[src/rtl/subbr_pkg.sv]
package subbr_pkg;
  typedef enum logic [1:0] {SZ_BYTE = 2'd0, SZ_HALF = 2'd1, SZ_WORD = 2'd2} size_e;
  typedef enum logic [1:0] {K_PLAIN, K_MODE, K_BLK, K_CMD} kind_e;
  typedef enum logic [2:0] {S_IDLE, S_RD, S_FLUSH, S_WR, S_ACK} state_e;
  localparam int NSH    = 2;
  localparam int SH_CMD = 0;
  localparam int SH_BLK = 1;
endpackage

[src/rtl/subbr_lanes.sv]
module subbr_lanes #(
  parameter int DW   = 32,
  parameter int ALSB = $clog2(DW / 8)
) (
  input  logic [DW-1:0]   src,
  input  logic [DW-1:0]   wdata,
  input  logic [ALSB-1:0] lane,
  input  logic [1:0]      size,
  output logic [DW-1:0]   ext,
  output logic [DW-1:0]   mrg
);
  import subbr_pkg::*;
  localparam int SW = ALSB + 3;

  logic [SW-1:0] shift;
  logic [DW-1:0] lowmask;
  logic [DW-1:0] mask;

  always_comb begin
    shift = {lane, 3'b000};
    case (size)
      SZ_BYTE: lowmask = DW'(32'h0000_00FF);
      SZ_HALF: lowmask = DW'(32'h0000_FFFF);
      default: lowmask = '1;
    endcase
    mask = (size == SZ_WORD) ? '1 : (lowmask << shift);
    ext  = (size == SZ_WORD) ? src : ((src >> shift) & lowmask);
    mrg  = (size == SZ_WORD) ? wdata
                             : ((src & ~mask) | ((wdata << shift) & mask));
  end
endmodule

[src/rtl/subbr_shadow.sv]
module subbr_shadow #(
  parameter int DW  = 32,
  parameter int NSH = 2
) (
  input  logic                    clk,
  input  logic                    rst,
  input  logic [NSH-1:0]          ld,
  input  logic [NSH-1:0]          clr,
  input  logic [DW-1:0]           din,
  output logic [NSH-1:0][DW-1:0]  word,
  output logic [NSH-1:0]          vld
);
  for (genvar g = 0; g < NSH; g++) begin : g_ent
    always_ff @(posedge clk) begin
      if (rst) begin
        word[g] <= '0;
        vld[g]  <= 1'b0;
      end else if (ld[g]) begin
        word[g] <= din;
        vld[g]  <= 1'b1;
      end else if (clr[g]) begin
        vld[g]  <= 1'b0;
      end
    end
  end
endmodule

[src/rtl/subbr_ctrl.sv]
module subbr_ctrl #(
  parameter int              AW      = 8,
  parameter int              DW      = 32,
  parameter int              ALSB    = $clog2(DW / 8),
  parameter int              NSH     = 2,
  parameter logic [AW-1:0]   BS_OFF  = AW'(8'h04),
  parameter logic [AW-1:0]   BC_OFF  = AW'(8'h06),
  parameter logic [AW-1:0]   TM_OFF  = AW'(8'h0C),
  parameter logic [AW-1:0]   CMD_OFF = AW'(8'h0E)
) (
  input  logic                   clk,
  input  logic                   rst,
  input  logic                   host_req,
  input  logic                   host_we,
  input  logic [1:0]             host_size,
  input  logic [AW-1:0]          host_addr,
  input  logic [DW-1:0]          host_wdata,
  output logic                   host_ack,
  output logic [DW-1:0]          host_rdata,
  output logic                   dn_req,
  output logic                   dn_we,
  output logic [AW-1:0]          dn_addr,
  output logic [DW-1:0]          dn_wdata,
  input  logic                   dn_ack,
  input  logic [DW-1:0]          dn_rdata,
  input  logic [NSH-1:0][DW-1:0] sh_word,
  input  logic [NSH-1:0]         sh_vld,
  output logic [NSH-1:0]         sh_ld,
  output logic [NSH-1:0]         sh_clr,
  output logic [DW-1:0]          sh_din,
  output logic [DW-1:0]          ln_src,
  output logic [DW-1:0]          ln_wdata,
  output logic [ALSB-1:0]        ln_lane,
  output logic [1:0]             ln_size,
  input  logic [DW-1:0]          ln_ext,
  input  logic [DW-1:0]          ln_mrg
);
  import subbr_pkg::*;

  localparam logic [AW-1:0] BS_WORD = {BS_OFF[AW-1:ALSB], ALSB'(0)};

  state_e        state, nx;
  logic          op_we;
  logic [1:0]    op_size;
  logic [AW-1:0] op_addr;
  logic [DW-1:0] op_wdata;

  logic          cur_we;
  logic [1:0]    cur_size;
  logic [AW-1:0] cur_addr;
  kind_e         cur_kind;

  logic          iss, iss_we, drop, rd_ld;
  logic [AW-1:0] iss_addr;
  logic [DW-1:0] iss_data;

  function automatic logic [AW-1:0] align(input logic [AW-1:0] a);
    return {a[AW-1:ALSB], ALSB'(0)};
  endfunction

  always_comb begin
    if (state == S_IDLE) begin
      cur_we   = host_we;
      cur_size = host_size;
      cur_addr = host_addr;
      ln_wdata = host_wdata;
    end else begin
      cur_we   = op_we;
      cur_size = op_size;
      cur_addr = op_addr;
      ln_wdata = op_wdata;
    end
    if (cur_size != SZ_HALF)                                cur_kind = K_PLAIN;
    else if (cur_addr == TM_OFF)                            cur_kind = K_MODE;
    else if (cur_addr == BS_OFF || cur_addr == BC_OFF)      cur_kind = K_BLK;
    else if (cur_addr == CMD_OFF)                           cur_kind = K_CMD;
    else                                                    cur_kind = K_PLAIN;

    if (state == S_RD)            ln_src = dn_rdata;
    else if (cur_kind == K_BLK)   ln_src = sh_word[SH_BLK];
    else                          ln_src = sh_word[SH_CMD];
    ln_lane = cur_addr[ALSB-1:0];
    ln_size = cur_size;
    sh_din  = ln_mrg;
  end

  always_comb begin
    nx       = state;
    iss      = 1'b0;
    iss_we   = 1'b0;
    iss_addr = align(cur_addr);
    iss_data = ln_mrg;
    drop     = 1'b0;
    rd_ld    = 1'b0;
    sh_ld    = '0;
    sh_clr   = '0;
    case (state)
      S_IDLE: if (host_req) begin
        if (!cur_we) begin
          if ((cur_kind == K_MODE && sh_vld[SH_CMD]) ||
              (cur_kind == K_BLK  && sh_vld[SH_BLK])) begin
            rd_ld = 1'b1;
            nx    = S_ACK;
          end else begin
            iss = 1'b1;
            nx  = S_RD;
          end
        end else if (cur_size == SZ_WORD) begin
          iss    = 1'b1;
          iss_we = 1'b1;
          nx     = S_WR;
        end else if (cur_kind == K_MODE && sh_vld[SH_CMD]) begin
          sh_ld[SH_CMD] = 1'b1;
          nx            = S_ACK;
        end else if (cur_kind == K_BLK && sh_vld[SH_BLK]) begin
          sh_ld[SH_BLK] = 1'b1;
          nx            = S_ACK;
        end else if (cur_kind == K_CMD) begin
          iss    = 1'b1;
          iss_we = 1'b1;
          if (sh_vld[SH_BLK]) begin
            iss_addr      = BS_WORD;
            iss_data      = sh_word[SH_BLK];
            sh_clr[SH_BLK] = 1'b1;
            nx            = S_FLUSH;
          end else begin
            sh_clr[SH_CMD] = 1'b1;
            nx             = S_WR;
          end
        end else begin
          iss = 1'b1;
          nx  = S_RD;
        end
      end
      S_RD: if (dn_ack) begin
        drop = 1'b1;
        if (!cur_we) begin
          rd_ld = 1'b1;
          nx    = S_ACK;
        end else if (cur_kind == K_MODE) begin
          sh_ld[SH_CMD] = 1'b1;
          nx            = S_ACK;
        end else if (cur_kind == K_BLK) begin
          sh_ld[SH_BLK] = 1'b1;
          nx            = S_ACK;
        end else begin
          iss    = 1'b1;
          iss_we = 1'b1;
          nx     = S_WR;
        end
      end
      S_FLUSH: if (dn_ack) begin
        iss            = 1'b1;
        iss_we         = 1'b1;
        sh_clr[SH_CMD] = 1'b1;
        nx             = S_WR;
      end
      S_WR: if (dn_ack) begin
        drop = 1'b1;
        nx   = S_ACK;
      end
      S_ACK:   nx = S_IDLE;
      default: nx = S_IDLE;
    endcase
  end

  always_ff @(posedge clk) begin
    if (rst) begin
      state      <= S_IDLE;
      host_ack   <= 1'b0;
      host_rdata <= '0;
      dn_req     <= 1'b0;
      dn_we      <= 1'b0;
      dn_addr    <= '0;
      dn_wdata   <= '0;
      op_we      <= 1'b0;
      op_size    <= '0;
      op_addr    <= '0;
      op_wdata   <= '0;
    end else begin
      state    <= nx;
      host_ack <= (nx == S_ACK);
      if (state == S_IDLE && host_req) begin
        op_we    <= host_we;
        op_size  <= host_size;
        op_addr  <= host_addr;
        op_wdata <= host_wdata;
      end
      if (iss) begin
        dn_req   <= 1'b1;
        dn_we    <= iss_we;
        dn_addr  <= iss_addr;
        dn_wdata <= iss_data;
      end else if (drop) begin
        dn_req   <= 1'b0;
      end
      if (rd_ld) host_rdata <= ln_ext;
    end
  end
endmodule

[src/rtl/subword_bridge.sv]
module subword_bridge #(
  parameter int            AW      = 8,
  parameter int            DW      = 32,
  parameter logic [AW-1:0] BS_OFF  = AW'(8'h04),
  parameter logic [AW-1:0] BC_OFF  = AW'(8'h06),
  parameter logic [AW-1:0] TM_OFF  = AW'(8'h0C),
  parameter logic [AW-1:0] CMD_OFF = AW'(8'h0E)
) (
  input  logic          clk,
  input  logic          rst,
  input  logic          host_req,
  input  logic          host_we,
  input  logic [1:0]    host_size,
  input  logic [AW-1:0] host_addr,
  input  logic [DW-1:0] host_wdata,
  output logic          host_ack,
  output logic [DW-1:0] host_rdata,
  output logic          dn_req,
  output logic          dn_we,
  output logic [AW-1:0] dn_addr,
  output logic [DW-1:0] dn_wdata,
  input  logic          dn_ack,
  input  logic [DW-1:0] dn_rdata
);
  import subbr_pkg::*;
  localparam int ALSB = $clog2(DW / 8);

  logic [NSH-1:0][DW-1:0] sh_word;
  logic [NSH-1:0]         sh_vld, sh_ld, sh_clr;
  logic [DW-1:0]          sh_din, ln_src, ln_wdata, ln_ext, ln_mrg;
  logic [ALSB-1:0]        ln_lane;
  logic [1:0]             ln_size;

  subbr_ctrl #(
    .AW(AW), .DW(DW), .ALSB(ALSB), .NSH(NSH),
    .BS_OFF(BS_OFF), .BC_OFF(BC_OFF), .TM_OFF(TM_OFF), .CMD_OFF(CMD_OFF)
  ) u_ctrl (
    .clk(clk), .rst(rst),
    .host_req(host_req), .host_we(host_we), .host_size(host_size),
    .host_addr(host_addr), .host_wdata(host_wdata),
    .host_ack(host_ack), .host_rdata(host_rdata),
    .dn_req(dn_req), .dn_we(dn_we), .dn_addr(dn_addr), .dn_wdata(dn_wdata),
    .dn_ack(dn_ack), .dn_rdata(dn_rdata),
    .sh_word(sh_word), .sh_vld(sh_vld), .sh_ld(sh_ld), .sh_clr(sh_clr),
    .sh_din(sh_din),
    .ln_src(ln_src), .ln_wdata(ln_wdata), .ln_lane(ln_lane), .ln_size(ln_size),
    .ln_ext(ln_ext), .ln_mrg(ln_mrg)
  );

  subbr_shadow #(.DW(DW), .NSH(NSH)) u_shadow (
    .clk(clk), .rst(rst), .ld(sh_ld), .clr(sh_clr), .din(sh_din),
    .word(sh_word), .vld(sh_vld)
  );

  subbr_lanes #(.DW(DW), .ALSB(ALSB)) u_lanes (
    .src(ln_src), .wdata(ln_wdata), .lane(ln_lane), .size(ln_size),
    .ext(ln_ext), .mrg(ln_mrg)
  );
endmodule

[config.mk]
export PLATFORM = sky130hd
export DESIGN_NAME = subword_bridge
export DESIGN_NICKNAME = d
export VERILOG_FILES = /design/src/rtl/subbr_pkg.sv /design/src/rtl/subbr_lanes.sv /design/src/rtl/subbr_shadow.sv /design/src/rtl/subbr_ctrl.sv /design/src/rtl/subword_bridge.sv
export SDC_FILE = /design/constraint.sdc
export NUM_CORES = 1
export LEC_CHECK = 0
export CELL_PAD_IN_SITES_DETAIL_PLACEMENT = 0
export CELL_PAD_IN_SITES_GLOBAL_PLACEMENT = 1
export CORE_UTILIZATION = 37
export DETAILED_ROUTE_END_ITERATION = 6
export HOLD_SLACK_MARGIN = 0.08
export PLACE_DENSITY = 0.74
export SETUP_SLACK_MARGIN = 0.02
export SLEW_MARGIN = 20
export SYNTH_ARGS = -nofsm -noshare
export SYNTH_HDL_FRONTEND = slang
export SYNTH_SLANG_ARGS = --single-unit
[constraint.sdc]
create_clock -name clk -period 4.8 [get_ports clk]
set_input_delay 1.44 -clock clk [delete_from_list [all_inputs] [get_ports clk]]
set_output_delay 1.44 -clock clk [all_outputs]
set_load 0.01 [all_outputs]
==> results.cfg, run 1 <==
[timing]
slew_viol_final = 0
fmax_ghz = 0.222
rsz0062_at_grt = false
fin_crit_ns = 4.51
hold_viol = 0
worst_clock_skew_ns = 0.0160
slew_headroom_pct = 25.3
setup_violations = 0
worstMarginPinSlew_ns = 1.09
period_share_pct = 93.9

[min_path]
hold_class = reg -> reg

[die]
start_util_pct = 37.6
dieWidth_um = 176
coreArea_um2 = 29700
fp.dieArea_um2 = 30900
row_count = 63
die_y_um = 176
pin_count = 154

[grt]
grt_pass1_vias = 10900
grt_start_max_net_pins = 100
antenna_found_initial = 1
gr-total-overflow = 0
grt_usage_pct = 29.3
grt_first_pass_wirelength_mm = 68.5

[clock_tree]
cts-hold-fix-buffers = 0
clk_pin_slew_worst_paths_ns = 0.08
h-tree-depth = 4
clk_latency_ns = 0.44
root_buffer = clkbuf_16
cts_max_path_buffers = 2
post-cts-setup-buffers = 0
cts_sinks = 185
cts_tree = done
numCtsBuffers = 17

[place]
port_buffers = 151
dpl-instance-area_um2 = 13800
hpwl_mm = 33.9
routabilityCongestion = 0.966
dpl.cell_count = 2002

[cells_and_area]
fin_cells = 2034
finish.instance_area_um2 = 14400
num-nets-final = 1714
antennaDiodeCount = 0
synthToLayoutAreaGrowth_pct = 29.1
drive_gt1_share_pct = 14.4

[drt]
wl_per_cell_um = 22.5
drt-initial-drc-count = 1406
ant_nets = 0
wirelength_mm = 45.9
vias = 12100
drc = 0
avgViaCountPerCell = 5.94
first_pass_iters = 6

[setup_path]
start_kind = primary input
end_kind = flop
path_class = in -> reg
crit_path_max_fanout = 10
critPathArrivalTime_ns = 4.79
crit_required_ns = 5.08

[power_and_ir_drop]
vdd_drop_max_mv = 0.219
leakage_nw = 5.36
powerDensity_nw_per_um2 = 332

[logic_synthesis]
synth_edf_count = 0
yosysSeqAreaShare_pct = 33.1
netlist_area_um2 = 11200
synthArstFlopShare_pct = 0
ys_ff_latch = 185
synthCells = 1448
syn_area_per_cell_um2 = 7.72
synth_warnings = 0
yosysUniqueCellTypes = 74
synth_ff_type = dfxtp_1

[run]
max-cap-violations = 0

[status]
outcome = finished, final reports clean
## worst paths after layout
path | from | to | cells past startpoint | slack [ns]
worst min register to register | u_ctrl.dn_wdata[6] | u_ctrl.dn_wdata[6] | 2 | 0.45
worst min-delay path | u_ctrl.dn_wdata[6] | u_ctrl.dn_wdata[6] | 2 | 0.45
worst max-delay path | host_addr[4] | u_shadow.word[48] | 13 | 0.29
worst max register to register | u_ctrl.state[2] | u_shadow.word[48] | 12 | 0.98
## cells in the final DEF, fill, tap and decap left out, types with 10 or more instances in the layout
master | synthesis | layout
a211oi_1 | 40 | 40
a21o_1 | 15 | 15
a21oi_1 | 169 | 168
a221oi_1 | 26 | 26
a22oi_1 | 10 | 10
a311oi_1 | 14 | 14
a31oi_1 | 12 | 11
and2_1 | 11 | 11
buf_12 | 0 | 12
buf_4 | 8 | 132
clkbuf_16 | 0 | 17
clkdlybuf4s50_1 | 0 | 150
dfxtp_1 | 185 | 185
inv_1 | 25 | 25
mux2_2 | 23 | 23
mux2i_1 | 81 | 79
nand2_1 | 219 | 219
nand3_1 | 12 | 12
nand3b_1 | 24 | 24
nor2_1 | 141 | 141
nor3_1 | 50 | 50
nor4_1 | 13 | 12
o211ai_1 | 28 | 28
o21ai_0 | 51 | 51
o21ai_1 | 12 | 11
o22ai_1 | 10 | 10
o31ai_1 | 14 | 14
## cells by family after synthesis
kind of cell	Yosys count	synth area share [%]
AOI/OAI and AO/OA	468	27.6
adders and majority gates	4	0.448
and+or+nand+nor	520	21.6
DFF	185	33.1
other	1	0.0335
muxes	113	10.8
buffers and inverters	157	6.34
## where the power goes
group | leakage [nW] | switching, mW | internal [mW] | total (mW)
Sequential | 1.51 | 0.0865 | 1.63 | 1.72
Clock | 0.287 | 0.709 | 0.739 | 1.45
Combinational | 3.57 | 0.980 | 0.654 | 1.63
## sequential cells by signal, summed over array words and instances (netlist names), 2 cells and up
| signal | cells |
|---|---|
| u_ctrl.state | 3 |
| u_ctrl.op_addr | 8 |
| u_shadow.word | 64 |
| u_ctrl.op_wdata | 32 |
| u_shadow.vld | 2 |
| u_ctrl.op_size | 2 |
| u_ctrl.host_rdata | 32 |
| u_ctrl.dn_wdata | 32 |
| u_ctrl.dn_addr | 6 |
## Yosys cell counts, drive strengths merged (8+ instances only)
library cell	n	area [µm²]
a211oi	41	320
a31oi	12	75.1
a21o	15	113
o221ai	9	78.8
inv	25	93.8
a21oi	171	863
mux2	31	375
a32oi	8	70.1
clkbuf	69	259
o31ai	15	118
a22oi	10	75.1
o21ai	64	324
o22ai	10	62.6
o211ai	28	210
a221oi	26	228
nor4	13	81.3
a311oi	14	123
nand3	12	60.1
buf	63	355
mux2i	81	811
nor2	142	541
nand2	219	822
and2	11	68.8
nor3	52	283
dfxtp	185	3700
nand3b	24	180
## metal layers
metal  GRT usage, %  routed length (µm)
met3           6.17                4310
met1           42.0               20700
met2           43.6               19500
met5              0                   0
met4           9.17                1350
## timing repair
action	4_1_cts	5_1_grt
endpoints found under the hold margin	0	0
endpoints found under the setup margin	0	4
gates resized for setup	0	2
## layout make-up
class	instances	area, µm²
timing repair buffer	295	2740
fill	2987	15300
multi-input combinational	1107	6820
tap	390	488
inverter	25	93.8
sequential	185	3700
clock inverter	15	159
clock buffer	17	425
## stage by stage
stage | setup WS [ns] | utilization (%) | setup TNS (ns) | hold WS, ns | total power, mW
2_1_floorplan | 0.0902 | - | 0 | 0.436 | 2.63
3_3_place_gp | -0.273 | 46.5 | -9.15 | 0.439 | 3.33
3_5_place_dp | -0.238 | 46.6 | -5.91 | 0.446 | 3.34
4_1_cts | 0.204 | 48.5 | 0 | 0.456 | 4.77
5_1_grt | 0.0608 | 48.6 | 0 | 0.472 | 4.99
6_report | 0.291 | 48.6 | 0 | 0.452 | 4.80
## worst max-delay path, cell delays in order
cell and delay, ns:
clkdlybuf4s50_1 0.42, o41ai_1 0.37, o21ai_0 0.17, nor4_2 0.35, o21a_1 0.21, ha_2 0.29, buf_4 0.25, mux2_2 0.35
mux2_2 0.33, a21oi_1 0.17, a21oi_1 0.07, a21oi_2 0.26, a211oi_1 0.11
No activity file was read; power rests on OpenSTA's default activity.
==> run 2: changes to the inputs <==
--- a/config.mk
+++ b/config.mk
@@ -7,10 +7,11 @@
 export LEC_CHECK = 0
 export CELL_PAD_IN_SITES_DETAIL_PLACEMENT = 0
 export CELL_PAD_IN_SITES_GLOBAL_PLACEMENT = 1
-export CORE_UTILIZATION = 37
+export CORE_UTILIZATION = 29
 export DETAILED_ROUTE_END_ITERATION = 6
 export HOLD_SLACK_MARGIN = 0.08
-export PLACE_DENSITY = 0.74
+export MAX_ROUTING_LAYER = met4
+export PLACE_DENSITY = 0.6
 export SETUP_SLACK_MARGIN = 0.02
 export SLEW_MARGIN = 20
 export SYNTH_ARGS = -nofsm -noshare
==> constraint.sdc (replaced) <==
create_clock -name clk -period 4.8 [get_ports clk]
set_input_delay 1.44 -clock clk [delete_from_list [all_inputs] [get_ports clk]]
set_output_delay 1.44 -clock clk [all_outputs]
set_load 0.05 [all_outputs]
==> run 2 against run 1 <==
Final area grew 2.1%. Via count shrank 1.2%. First-iteration DRC count shrank 9.7%. Combinational power grew 16%. Sequential share of layout area shrank 0.53 points. Critical endpoint is now u_ctrl.dn_wdata[16].
==> results.cfg, run 2 (synthesis results as in run 1) <==
[clock_tree]
clk_latency_ns = 0.46
h-tree-depth = 4
post-cts-setup-buffers = 0
numCtsBuffers = 17
cts_sinks = 185
root_buffer = clkbuf_16
clk_pin_slew_worst_paths_ns = 0.07
cts-hold-fix-buffers = 0
cts_tree = done
cts_max_path_buffers = 2

[timing]
period_share_pct = 94.4
slew_headroom_pct = 34.7
hold_viol = 0
worst_clock_skew_ns = 0.0140
fin_crit_ns = 4.53
setup_ws_ns = 0.266
fin_hold_ws_ns = 0.448
worstMarginPinSlew_ns = 0.970
rsz0062_at_grt = false
finalSetupTns_ns = 0
setup_violations = 0
slew_viol_final = 0
fmax_ghz = 0.221

[drt]
avgViaCountPerCell = 5.50
wirelength_mm = 50.9
drc = 0
wl_per_cell_um = 23.4
vias = 11900
drt-initial-drc-count = 1269
ant_nets = 0
first_pass_iters = 6

[grt]
gr-total-overflow = 0
grt_start_max_net_pins = 90
grt_first_pass_wirelength_mm = 75.0
grt_usage_pct = 26.8
grt_pass1_vias = 11200
antenna_found_initial = 0

[place]
hpwl_mm = 38.0
dpl-instance-area_um2 = 14100
dpl.cell_count = 2142
port_buffers = 151
routabilityCongestion = 0.956
dp_slack_ns = -0.443

[status]
outcome = finished, final reports clean

[setup_path]
path_class = in -> reg
critPathArrivalTime_ns = 4.87
rr_worst_depth = 12
crit_path_max_fanout = 8
critPathMostFrequentCell = a21oi_1
start_kind = primary input
r2r_slack_ns = 0.85
reg2reg_to = u_ctrl.dn_wdata[16]
crit_chain = clkdlybuf4s50_1, o41ai_2, o21ai_0, nor4_2, o21a_1, ha_4, buf_4, mux2_2, mux2_2, a21oi_1, a21oi_1, a21oi_1, o21ai_0
cpLargestDelayFamily = compound AO/OA/AOI/OAI gates
max_stage_delay_ns = 0.44
crit_buf_inv = 2
crit_required_ns = 5.13
r2r_start = u_ctrl.state[1]
end_kind = flop
worst_path_max_delay_cell = clkdlybuf4s50_1

[power_and_ir_drop]
vdd_drop_max_mv = 0.261
powerDensity_nw_per_um2 = 349
leakage_nw = 5.46

[die]
start_util_pct = 29.6
fp.dieArea_um2 = 39300
pin_count = 154
row_count = 71
die_y_um = 198
dieWidth_um = 198
coreArea_um2 = 37800

[min_path]
min_path_cells = 2
hp-start = u_ctrl.dn_wdata[6]
hold_class = reg -> reg
hold_end = u_ctrl.dn_wdata[6]

[cells_and_area]
drive_gt1_share_pct = 15.4
fillers = 3959
final_common_cell = nand2_1
finish.instance_area_um2 = 14700
num-nets-final = 1733
top_register = u_shadow.word
fin_cells = 2173
layout_common_cells = nand2_1 (219), dfxtp_1 (185), a21oi_1 (167), buf_4 (154), clkdlybuf4s50_1 (150)
largest_reg_flops = 64
synthToLayoutAreaGrowth_pct = 31.8

[run]
max-cap-violations = 0
-- run 2: where the power goes --
part           total, mW  switching, mW  internal (mW)
clock network       1.53          0.693          0.837
logic               1.89           1.21          0.683
registers           1.72         0.0882           1.63
-- run 2: what timing repair did --
action / 4_1_cts / 5_1_grt
endpoints found under the setup margin: 2 / 92
cloned: 0 / 0
gates resized for setup: 2 / 4
-- run 2: worst max path at each step --
stage | from | endpoint | slack [ns] | depth (start not counted)
after CTS | host_addr[4] | u_ctrl.dn_wdata[16] | 0.08 | 13
after floorplan | host_addr[1] | u_ctrl.host_rdata[10] | 0.09 | 17
after detailed placement | host_addr[4] | u_ctrl.dn_wdata[21] | -0.44 | 13
after global routing | host_addr[4] | u_ctrl.host_rdata[23] | 0.03 | 15
final | host_addr[4] | u_ctrl.dn_wdata[16] | 0.27 | 13
after global placement | host_addr[4] | u_ctrl.dn_wdata[20] | -0.43 | 13
-- run 2: through the flow --
stage,utilization [%],total power [mW]
after floorplan,-,2.82
after global placement,37.3,3.61
after detailed placement,37.3,3.61
after CTS,38.9,5.14
after global routing,39.0,5.35
final,39.0,5.14
-- run 2: routing by layer --
layer  GRT usage, %  vias to the layer above  share of wire (%)
li1               -                     5678                  -
met3           5.01                       55                7.4
met4           9.07                        0                2.7
met2           38.1                      478                 43
met5              -                        -                  0
met1           37.4                     5734                 47
-- run 2: tightest hold or removal path: stages, from the launching register on --
cell,delay (ns)
dfxtp_1,0.31
nand2_1,0.05
a21oi_1,0.05
-- run 2: cell type report --
cell class                 count  area, µm²  area share [%]
antenna                        1       2.50          0.0170
inverter                      25       93.8           0.637
clock buffer                  18        439            2.98
timing repair buffer         314       2850            19.3
sequential                   185       3700            25.1
tap                          511        639            4.34
multi-input combinational   1107       6840            46.4
clock inverter                12        166            1.13
